File: src/rtl/sag_pkg.sv
`timescale 1ns/1ps
package sag_pkg;

    typedef enum logic [1:0] {
        ST_IDLE   = 2'd0,
        ST_SETUP  = 2'd1,
        ST_STREAM = 2'd2,
        ST_FINISH = 2'd3
    } sag_state_t;

    // log2(page bytes / 512) for a page-size code
    function automatic logic [1:0] sector_shift(input logic [1:0] code);
        logic [1:0] s;
        unique case (code)
            2'd0:    s = 2'd0;
            2'd1:    s = 2'd2;
            default: s = 2'd3;
        endcase
        return s;
    endfunction

endpackage

File: src/rtl/sag_size_calc.sv
`timescale 1ns/1ps
module sag_size_calc #(
    parameter int LEN_W = 8
) (
    input  logic [1:0]       page_code,
    input  logic [LEN_W-1:0] spare_len,
    output logic [LEN_W-1:0] sb_size
);
    import sag_pkg::*;

    logic [LEN_W-1:0] shifted;

    always_comb begin
        shifted = spare_len >> sector_shift(page_code);
        sb_size = {shifted[LEN_W-1:1], 1'b0};
    end

endmodule

File: src/rtl/sag_pos_counter.sv
`timescale 1ns/1ps
module sag_pos_counter #(
    parameter int          LEN_W      = 8,
    parameter int          NUM_BUFS   = 8,
    parameter int          BUF_BYTES  = 64,
    parameter int          ADDR_W     = 13,
    parameter int unsigned SPARE_BASE = 32'h1000
) (
    input  logic              clk,
    input  logic              rst_n,
    input  logic              clear,
    input  logic              step,
    input  logic [LEN_W-1:0]  sb_size,
    input  logic [LEN_W-1:0]  spare_len,
    output logic [ADDR_W-1:0] addr,
    output logic              last_byte
);
    localparam int IDX_W = (NUM_BUFS > 1) ? $clog2(NUM_BUFS) : 1;
    localparam int OFF_SH = $clog2(BUF_BYTES);
    localparam logic [IDX_W-1:0] LAST_IDX = IDX_W'(NUM_BUFS - 1);

    logic [IDX_W-1:0] idx_q;
    logic [LEN_W-1:0] off_q;
    logic [LEN_W-1:0] cnt_q;
    logic             wrap;

    assign wrap = (off_q == sb_size - LEN_W'(1)) && (idx_q != LAST_IDX);

    always_ff @(posedge clk or negedge rst_n) begin
        if (!rst_n) begin
            idx_q <= '0;
            off_q <= '0;
            cnt_q <= '0;
        end else if (clear) begin
            idx_q <= '0;
            off_q <= '0;
            cnt_q <= '0;
        end else if (step) begin
            cnt_q <= cnt_q + LEN_W'(1);
            if (wrap) begin
                idx_q <= idx_q + IDX_W'(1);
                off_q <= '0;
            end else begin
                off_q <= off_q + LEN_W'(1);
            end
        end
    end

    always_comb begin
        addr = ADDR_W'(SPARE_BASE)
             + (ADDR_W'(idx_q) << OFF_SH)
             + ADDR_W'(off_q);
        last_byte = (cnt_q == spare_len - LEN_W'(1));
    end

    AST_IDX_STEP: assert property (@(posedge clk) disable iff (!rst_n)
        (step && !clear) |=> (idx_q == $past(idx_q) || idx_q == $past(idx_q) + IDX_W'(1))) else $error("idx jump");
    AST_OFF_RESTART: assert property (@(posedge clk) disable iff (!rst_n)
        (step && !clear && idx_q != LAST_IDX && off_q == sb_size - LEN_W'(1)) |=> (off_q == '0)) else $error("offset not restarted");
    AST_ADDR_HOLD: assert property (@(posedge clk) disable iff (!rst_n)
        (!step && !clear) |=> $stable(addr)) else $error("address moved");

endmodule

File: src/rtl/sag_ctrl.sv
`timescale 1ns/1ps
module sag_ctrl (
    input  logic                  clk,
    input  logic                  rst_n,
    input  logic                  start,
    input  logic                  advance,
    input  logic                  len_zero,
    input  logic                  last_byte,
    output sag_pkg::sag_state_t   state,
    output logic                  latch_en,
    output logic                  clear,
    output logic                  step,
    output logic                  addr_valid,
    output logic                  done
);
    import sag_pkg::*;

    sag_state_t state_q, state_d;

    always_ff @(posedge clk or negedge rst_n) begin
        if (!rst_n) state_q <= ST_IDLE;
        else        state_q <= state_d;
    end

    always_comb begin
        state_d = state_q;
        unique case (state_q)
            ST_IDLE:   if (start) state_d = ST_SETUP;
            ST_SETUP:  state_d = len_zero ? ST_FINISH : ST_STREAM;
            ST_STREAM: if (advance && last_byte) state_d = ST_FINISH;
            ST_FINISH: state_d = ST_IDLE;
        endcase
    end

    always_comb begin
        latch_en   = 1'b0;
        clear      = 1'b0;
        step       = 1'b0;
        addr_valid = 1'b0;
        done       = 1'b0;
        unique case (state_q)
            ST_IDLE:   latch_en = start;
            ST_SETUP:  clear = 1'b1;
            ST_STREAM: begin
                addr_valid = 1'b1;
                step       = advance;
            end
            ST_FINISH: done = 1'b1;
        endcase
    end

    assign state = state_q;

    AST_DONE_PULSE: assert property (@(posedge clk) disable iff (!rst_n)
        done |=> (!done && state_q == ST_IDLE)) else $error("done too long");
    AST_SETUP_ONCE: assert property (@(posedge clk) disable iff (!rst_n)
        (state_q == ST_SETUP) |=> (state_q == ST_STREAM || state_q == ST_FINISH)) else $error("setup stuck");
    AST_START_BUSY: assert property (@(posedge clk) disable iff (!rst_n)
        (state_q != ST_IDLE && start) |=> (state_q != ST_SETUP)) else $error("restart while busy");
    AST_IDLE_QUIET: assert property (@(posedge clk) disable iff (!rst_n)
        (state_q == ST_IDLE && !start) |=> (state_q == ST_IDLE && !addr_valid)) else $error("left idle");

endmodule

File: src/rtl/spare_scatter_agen.sv
`timescale 1ns/1ps
module spare_scatter_agen #(
    parameter int          LEN_W      = 8,
    parameter int          NUM_BUFS   = 8,
    parameter int          BUF_BYTES  = 64,
    parameter int          ADDR_W     = 13,
    parameter int unsigned SPARE_BASE = 32'h1000
) (
    input  logic              clk,
    input  logic              rst_n,
    input  logic              start,
    input  logic [1:0]        page_code,
    input  logic [LEN_W-1:0]  spare_len,
    input  logic              advance,
    output logic [ADDR_W-1:0] addr,
    output logic              addr_valid,
    output logic              done
);
    import sag_pkg::*;

    sag_state_t       state;
    logic             latch_en, clear, step, last_byte;
    logic [1:0]       page_q;
    logic [LEN_W-1:0] len_q, sb_q, sb_calc;

    always_ff @(posedge clk or negedge rst_n) begin
        if (!rst_n) begin
            page_q <= '0;
            len_q  <= '0;
            sb_q   <= '0;
        end else begin
            if (latch_en) begin
                page_q <= page_code;
                len_q  <= spare_len;
            end
            if (clear) sb_q <= sb_calc;
        end
    end

    sag_size_calc #(.LEN_W(LEN_W)) size_i (
        .page_code (page_q),
        .spare_len (len_q),
        .sb_size   (sb_calc)
    );

    sag_pos_counter #(
        .LEN_W(LEN_W), .NUM_BUFS(NUM_BUFS), .BUF_BYTES(BUF_BYTES),
        .ADDR_W(ADDR_W), .SPARE_BASE(SPARE_BASE)
    ) pos_i (
        .clk       (clk),
        .rst_n     (rst_n),
        .clear     (clear),
        .step      (step),
        .sb_size   (sb_q),
        .spare_len (len_q),
        .addr      (addr),
        .last_byte (last_byte)
    );

    sag_ctrl ctrl_i (
        .clk        (clk),
        .rst_n      (rst_n),
        .start      (start),
        .advance    (advance),
        .len_zero   (len_q == '0),
        .last_byte  (last_byte),
        .state      (state),
        .latch_en   (latch_en),
        .clear      (clear),
        .step       (step),
        .addr_valid (addr_valid),
        .done       (done)
    );

    AST_LEN_FROZEN: assert property (@(posedge clk) disable iff (!rst_n)
        (state != ST_IDLE) |=> $stable(len_q)) else $error("length changed mid-run");
    AST_ZERO_NO_VALID: assert property (@(posedge clk) disable iff (!rst_n)
        (state == ST_SETUP && len_q == '0) |=> (done && !addr_valid)) else $error("empty run streamed");

endmodule

File: config.mk
export PLATFORM = sky130hd
export DESIGN_NAME = spare_scatter_agen
export DESIGN_NICKNAME = d
export VERILOG_FILES = /design/src/rtl/sag_pkg.sv /design/src/rtl/sag_size_calc.sv /design/src/rtl/sag_pos_counter.sv /design/src/rtl/sag_ctrl.sv /design/src/rtl/spare_scatter_agen.sv
export SDC_FILE = /design/constraint.sdc
export NUM_CORES = 1
export LEC_CHECK = 0
export BUFFER_PORTS_ARGS = -buffer_cell sky130_fd_sc_hd__buf_2
export CELL_PAD_IN_SITES_DETAIL_PLACEMENT = 1
export CELL_PAD_IN_SITES_GLOBAL_PLACEMENT = 1
export CORE_AREA = 2 2 80 82
export DETAILED_ROUTE_END_ITERATION = 6
export DIE_AREA = 0 0 82 84
export PLACE_DENSITY_LB_ADDON = 0.08
export RECOVER_POWER = 100
export SLEW_MARGIN = 20
export SYNTH_ARGS = -nofsm -noshare
export SYNTH_HDL_FRONTEND = slang
export SYNTH_HIERARCHICAL = 1
export SYNTH_SLANG_ARGS = --single-unit
File: constraint.sdc
create_clock -name clk -period 3.7 [get_ports clk]
set_input_delay 0.555 -clock clk [delete_from_list [all_inputs] [get_ports clk]]
set_output_delay 0.555 -clock clk [all_outputs]
set_load 0.005 [all_outputs]
==> out/qor.yml, run 1 <==
first_iter_violations: 37
relSlewSlack_pct: -43.0
cp-endpoint: "pos_i/off_q[4]"
clk_path_buf_depth: 2
setup.worst_path.start: "sb_q[0]"
clock_skew_ns: 0.00548
grt_usage_pct: 18.6
post_cts_resized: 0
yosysWarnings: 6
area_delta_synth_final_pct: 5.98
power_switching_mw: 0.840
drcViolationCount: 0
crit_family: "compound AO/OA/AOI/OAI gates"
power_mw: 2.02
reg2reg_from: "sb_q[0]"
worstPathCellList: "or4_1 > or3_1 > a221o_1 > a2111oi_1 > nor3_1"
grt_pass1_wl_um: 9770
cts_sinks: 39
clk_latency_ns: 0.29
netlist_area_um2: 2640
critPathArrivalTime_ns: 3.14
setup_violations: 0
hold_buffers: 0
timing.fmax_mhz: 332
end_kind: "register"
initial_utilization_pct: 43.2
vdd.ir_drop.worst_uv: 307
drive_above_1_share_pct: 17.9
synth_top_area_share_pct: 37.0
synth_flop_cell: "dfrtp_1"
grt_max_degree: 40
die_area_um2: 6890
ioPinCount: 29
finalHoldViolCount: 0
root_buffer: "clkbuf_8"
worst_hold_path_type: "input port to register"
powerDensity_nw_per_um2: 723
cts_tree: "built"
synth_area_per_cell_um2: 10.1
status: "complete, but fails checks"
avgViaCountPerCell: 5.33
violations: "max-capacitance violations, max-slew violations"
yosys_register_bits: 39
n_antenna_cell: 0
final_core_util_pct: 45.8
setup-tns-final_ns: 0
synth-seq-area-share_pct: 37.0
synth_area_leaders: "dfrtp_1, mux2_2, ha_1, xnor2_1, xor2_1"
overflow: 0
post_cts_buffers: 0
max_slew.worst_pin.slew_ns: 2.15
crit_buf_inv: 0
netlist_instances: 260
synth_edf_count: 0
die_x_um: 82
yosysUniqueCellTypes: 51
period_needed_ns: 3.01
htreeDepth: 2
reg2reg_slack_ns: 0.69
wl_per_cell_um: 16.1
final_net_count: 303
grt_setup_unrepaired: "false"
grt_pass1_vias: 1984
cp_max_fo: 6
gp_congestion: 0.839
reg2reg_to: "pos_i/off_q[4]"
intPower_mw: 1.18
combPwrFrac_pct: 47.1
clockPowerShare_pct: 12.8
leakage_nw: 1.23
critical_path_class: "register to register"
cpPeakStageDelay_ns: 0.87
design_area_um2: 2790
grt_antenna_before_repair: 0
cp.required_ns: 3.83
critPathLaunchType: "register"
path_depth: 5
core_um2: 6100
dr.pass1.iters: 4
vias: 1872
power_frac_seq_pct: 40.1
crit_slowest_cell: "a2111oi_1"
max-cap-violations: 1
reg2reg_depth: 5
dp_hpwl_um: 4250
finalMaxSlewViolations: 40
placed_area_um2: 2750
io_buffers: 25
cts_buffers: 5
rows: 29
path_clk_slew_ns: 0.07
async_reset_ff_share_pct: 100
fin_crit_sh_pct: 81.3
netSwitchingFraction_pct: 41.6
die_y_um: 84
antenna_left: 0
drt_wl_total_um: 5640
yosysTopAreaCell: "dfrtp_1"
through the flow:
step / worst slack [ns] / instances / hold slack [ns]
after detailed placement: 0.864 / 345 / 0.572
after CTS: 0.858 / 351 / 0.424
after global routing: 0.491 / 351 / 0.487
final: 0.691 / 351 / 0.496
after global placement: 0.906 / 345 / 0.529
after floorplan: 1.04 / 261 / 0.259
worst min-delay path by stage:
stage	startpoint	end	cells past startpoint
final	spare_len[5]	len_q[5]	2
after CTS	rst_n	pos_i/idx_q[2]	1
after floorplan	rst_n	ctrl_i/state[0]	0
after global routing	spare_len[7]	len_q[7]	2
after detailed placement	sb_q[7]	sb_q[7]	1
after global placement	sb_q[7]	sb_q[7]	1
state kept, by name, summed over array words and instances (netlist names):
signal / flops
pos_i/cnt_q: 8
sb_q: 8
ctrl_i/state: 2
page_q: 2
len_q: 8
pos_i/idx_q: 3
pos_i/off_q: 8
metal layers:
layer	global-route usage, %	part of all wire (%)	wire length, um
met5	0	0	0
met4	5.45	1.4	78
met3	3.90	2.7	155
met2	31.5	51	2870
met1	23.4	45	2540
final cells by class:
type	instances	area (um^2)
Fill cell	735	3300
Multi-Input combinational cell	189	1470
Sequential cell	39	976
Timing Repair Buffer	26	123
Tap cell	77	96.3
Clock buffer	6	72.6
Inverter	14	52.6
placed cells by master (no fill, tap or decap), drive strengths merged, types with 2 or more instances in the layout:
master / count
a2111oi: 2
o31a: 2
o211ai: 3
or2: 2
a21boi: 2
mux2i: 8
and3: 2
nor3: 10
or4: 4
o32ai: 2
xor2: 14
nand4: 5
clkbuf: 12
o21ai: 6
conb: 4
inv: 14
nor2: 11
and2: 2
nand2: 14
nand2b: 9
a21oi: 4
nand3: 2
nor3b: 4
mux2: 21
or3: 7
ha: 13
a211oi: 3
nor4: 2
buf: 20
nor2b: 3
dfrtp: 39
o211a: 2
xnor2: 18
cell usage after synthesis (all sizes together) (2+ instances only):
| cell | number |
|---|---|
| nand2b | 9 |
| or2 | 2 |
| or3 | 7 |
| nor2b | 3 |
| a21oi | 4 |
| nand3 | 2 |
| nor3 | 10 |
| o211ai | 3 |
| nor3b | 4 |
| nand2 | 14 |
| nor2 | 11 |
| xnor2 | 18 |
| nand4 | 5 |
| ha | 13 |
| a211oi | 3 |
| o31a | 2 |
| mux2 | 21 |
| clkbuf | 4 |
| o32ai | 2 |
| inv | 14 |
| conb | 3 |
| nor4 | 2 |
| o21ai | 6 |
| buf | 15 |
| or4 | 4 |
| a2111oi | 2 |
| and2 | 2 |
| mux2i | 8 |
| xor2 | 14 |
| a21boi | 2 |
| and3 | 2 |
| o211a | 2 |
| dfrtp | 39 |
power groups by stage:
| stage | clock [mW] | sequential [mW] | combinational (mW) |
|---|---|---|---|
| final | 0.258 | 0.809 | 0.951 |
| after global routing | 0.292 | 0.847 | 1.08 |
| after CTS | 0.273 | 0.814 | 0.997 |
| after detailed placement | 0 | 0.822 | 0.993 |
| after global placement | 0 | 0.814 | 0.971 |
| after floorplan | 0 | 0.716 | 0.867 |
cell families (layout without fill, tap and decap cells):
| kind of cell | after synthesis | count (layout) | synth area share, % |
|---|---|---|---|
| fa+ha+maj | 14 | 14 | 6.93 |
| flops | 39 | 39 | 37.0 |
| simple gates | 79 | 79 | 16.6 |
| buf+inv | 33 | 46 | 6.55 |
| xor+xnor | 32 | 32 | 10.6 |
| compound gates | 31 | 31 | 9.59 |
| other cells | 3 | 4 | 0.427 |
| mux | 29 | 29 | 12.3 |
Note: power is estimated with default switching activity, not from simulation.
==> run 2, diff against run 1 <==
Clock period 3.7 ns to 3 ns, I/O delays scaled along.
==> out/qor.yml, run 2 (synthesis results as in run 1) <==
cts_buffers: 5  # unchanged
violations: "max-capacitance violations, max-slew violations"  # unchanged
rows: 29  # unchanged
worst_hold_path_type: "input port to register"  # unchanged
vdd.ir_drop.worst_uv: 408  # was 307 uV
design_area_um2: 2870  # was 2790 um^2
setup-tns-final_ns: 0  # unchanged
dp_hpwl_um: 4400  # was 4250 um
cts_tree: "built"  # unchanged
post_cts_buffers: 0  # unchanged
period_needed_ns: 2.83  # was 3.01 ns
cp.required_ns: 3.19  # was 3.83 ns
cp_max_fo: 5  # was 6
max_slew.worst_pin.slew_ns: 2.22  # was 2.15 ns
critPathLaunchType: "register"  # unchanged
antenna_left: 0  # unchanged
leakage_nw: 1.27  # was 1.23 nW
worstPathCellList: "or3_1 > or3_1 > xnor2_1 > or4_1 > a211oi_1 > a21boi_2 > nor2_2 > mux2_4"  # was or4_1 > or3_1 > a221o_1 > a2111oi_1 > nor3_1
path_clk_slew_ns: 0.09  # was 0.07 ns
status: "complete, but fails checks"  # unchanged
end_kind: "register"  # unchanged
stdcell_count: 357  # was 351
grt_pass1_wl_um: 10500  # was 9770 um
fin_crit_sh_pct: 94.5  # was 81.3%
die_area_um2: 6890  # unchanged
holdWs_ns: 0.387  # was 0.496 ns
overflow: 0  # unchanged
reg2reg_from: "len_q[0]"  # was sb_q[0]
hold_buffers: 0  # unchanged
finalMaxSlewViolations: 40  # unchanged
n_antenna_cell: 0  # unchanged
die_y_um: 84  # unchanged
setup_violations: 0  # unchanged
die_x_um: 82  # unchanged
root_buffer: "clkbuf_8"  # unchanged
reg2reg_slack_ns: 0.17  # was 0.69 ns
setup.worst_path.start: "len_q[0]"  # was sb_q[0]
grt_pass1_vias: 2077  # was 1984
placed_area_um2: 2780  # was 2750 um^2
ioPinCount: 29  # unchanged
critPathArrivalTime_ns: 3.02  # was 3.14 ns
wl_per_cell_um: 16.8  # was 16.1 um
path_common_cell: "or3_1"
timing.fmax_mhz: 353  # was 332 MHz
power_mw: 2.69  # was 2.02 mW
first_iter_violations: 62  # was 37
area_delta_synth_final_pct: 8.83  # was 5.98%
grt_setup_unrepaired: "false"  # unchanged
htreeDepth: 2  # unchanged
mostFrequentLayoutCells: "dfrtp_1, buf_2, mux2_2"  # unchanged
drive_above_1_share_pct: 20.4  # was 17.9%
final_net_count: 307  # was 303
critical_path_class: "register to register"  # unchanged
clk_latency_ns: 0.29  # about the same
grt_usage_pct: 20.0  # was 18.6%
dr.pass1.iters: 4  # unchanged
max-cap-violations: 1  # unchanged
vias: 1906  # was 1872
relSlewSlack_pct: -48.1  # was -43.0%
finalHoldViolCount: 0  # unchanged
core_um2: 6100  # unchanged
dp.cells: 349  # was 345
powerDensity_nw_per_um2: 938  # was 723 nW/um^2
cts_sinks: 39  # unchanged
clk_path_buf_depth: 2  # unchanged
grt_antenna_before_repair: 0  # unchanged
cpPeakStageDelay_ns: 0.49  # was 0.87 ns
crit_slowest_cell: "or4_1"  # was a2111oi_1
drt_wl_total_um: 6000  # was 5640 um
gp_congestion: 0.826  # was 0.839
crit_buf_inv: 0  # unchanged
grt_max_degree: 40  # unchanged
crit_family: "simple AND/OR/NAND/NOR gates"  # was compound AO/OA/AOI/OAI gates
clock_skew_ns: 0.0116  # was 0.00548 ns
min_from: "spare_len[2]"  # was spare_len[5]
avgViaCountPerCell: 5.34  # was 5.33
drcViolationCount: 0  # unchanged
layout_commonest_cell: "dfrtp_1"  # unchanged
initial_utilization_pct: 43.2  # unchanged
post_cts_resized: 0  # unchanged
io_buffers: 25  # unchanged
run 2: routing by layer:
| metal | part of all wire, % | GRT usage, % | wire length (um) |
|---|---|---|---|
| met1 | 45 | 25.3 | 2680 |
| met2 | 52 | 35.0 | 3140 |
| met3 | 2.5 | 3.57 | 151 |
| met4 | 0.48 | 4.09 | 29 |
| met5 | 0 | 0 | 0 |
run 2: final timing paths:
| path | to | cells after the start |
|---|---|---|
| worst max-delay path | ctrl_i/state[1] | 8 |
| worst min-delay path | len_q[2] | 2 |
| worst max register to register | ctrl_i/state[1] | 8 |
| worst min register to register | sb_q[7] | 1 |
| max in group asynchronous | pos_i/cnt_q[5] | 1 |
| min in group asynchronous | sb_q[4] | 1 |
run 2: power breakdown:
| part | switching (mW) | leakage, nW | internal, mW | total [mW] |
|---|---|---|---|---|
| Combinational | 0.617 | 0.712 | 0.647 | 1.26 |
| Clock | 0.189 | 0.0612 | 0.269 | 0.458 |
| Sequential | 0.279 | 0.501 | 0.691 | 0.971 |
run 2: worst reg2reg max path: cells and delay by family, from the launching register on:
| kind | cells | cell delay (ns) |
|---|---|---|
| mux | 1 | 0.31 |
| xor+xnor | 1 | 0.14 |
| flops | 1 | 0.42 |
| compound gates | 2 | 0.43 |
| simple gates | 4 | 1.44 |
run 2: cell type report:
cell class	count	area, um^2
clock buffer	6	82.6
sequential	39	976
timing repair buffer	30	145
inverter	14	52.6
tap	77	96.3
clock inverter	2	35.0
fill	720	3230
multi-input combinational	189	1480
run 2: metrics by stage:
step	utilization [%]	worst slack (ns)
2_1_floorplan	-	0.336
3_3_place_gp	45.6	0.200
3_5_place_dp	45.6	0.150
4_1_cts	47.5	0.141
5_1_grt	47.1	0.0166
6_report	47.1	0.166
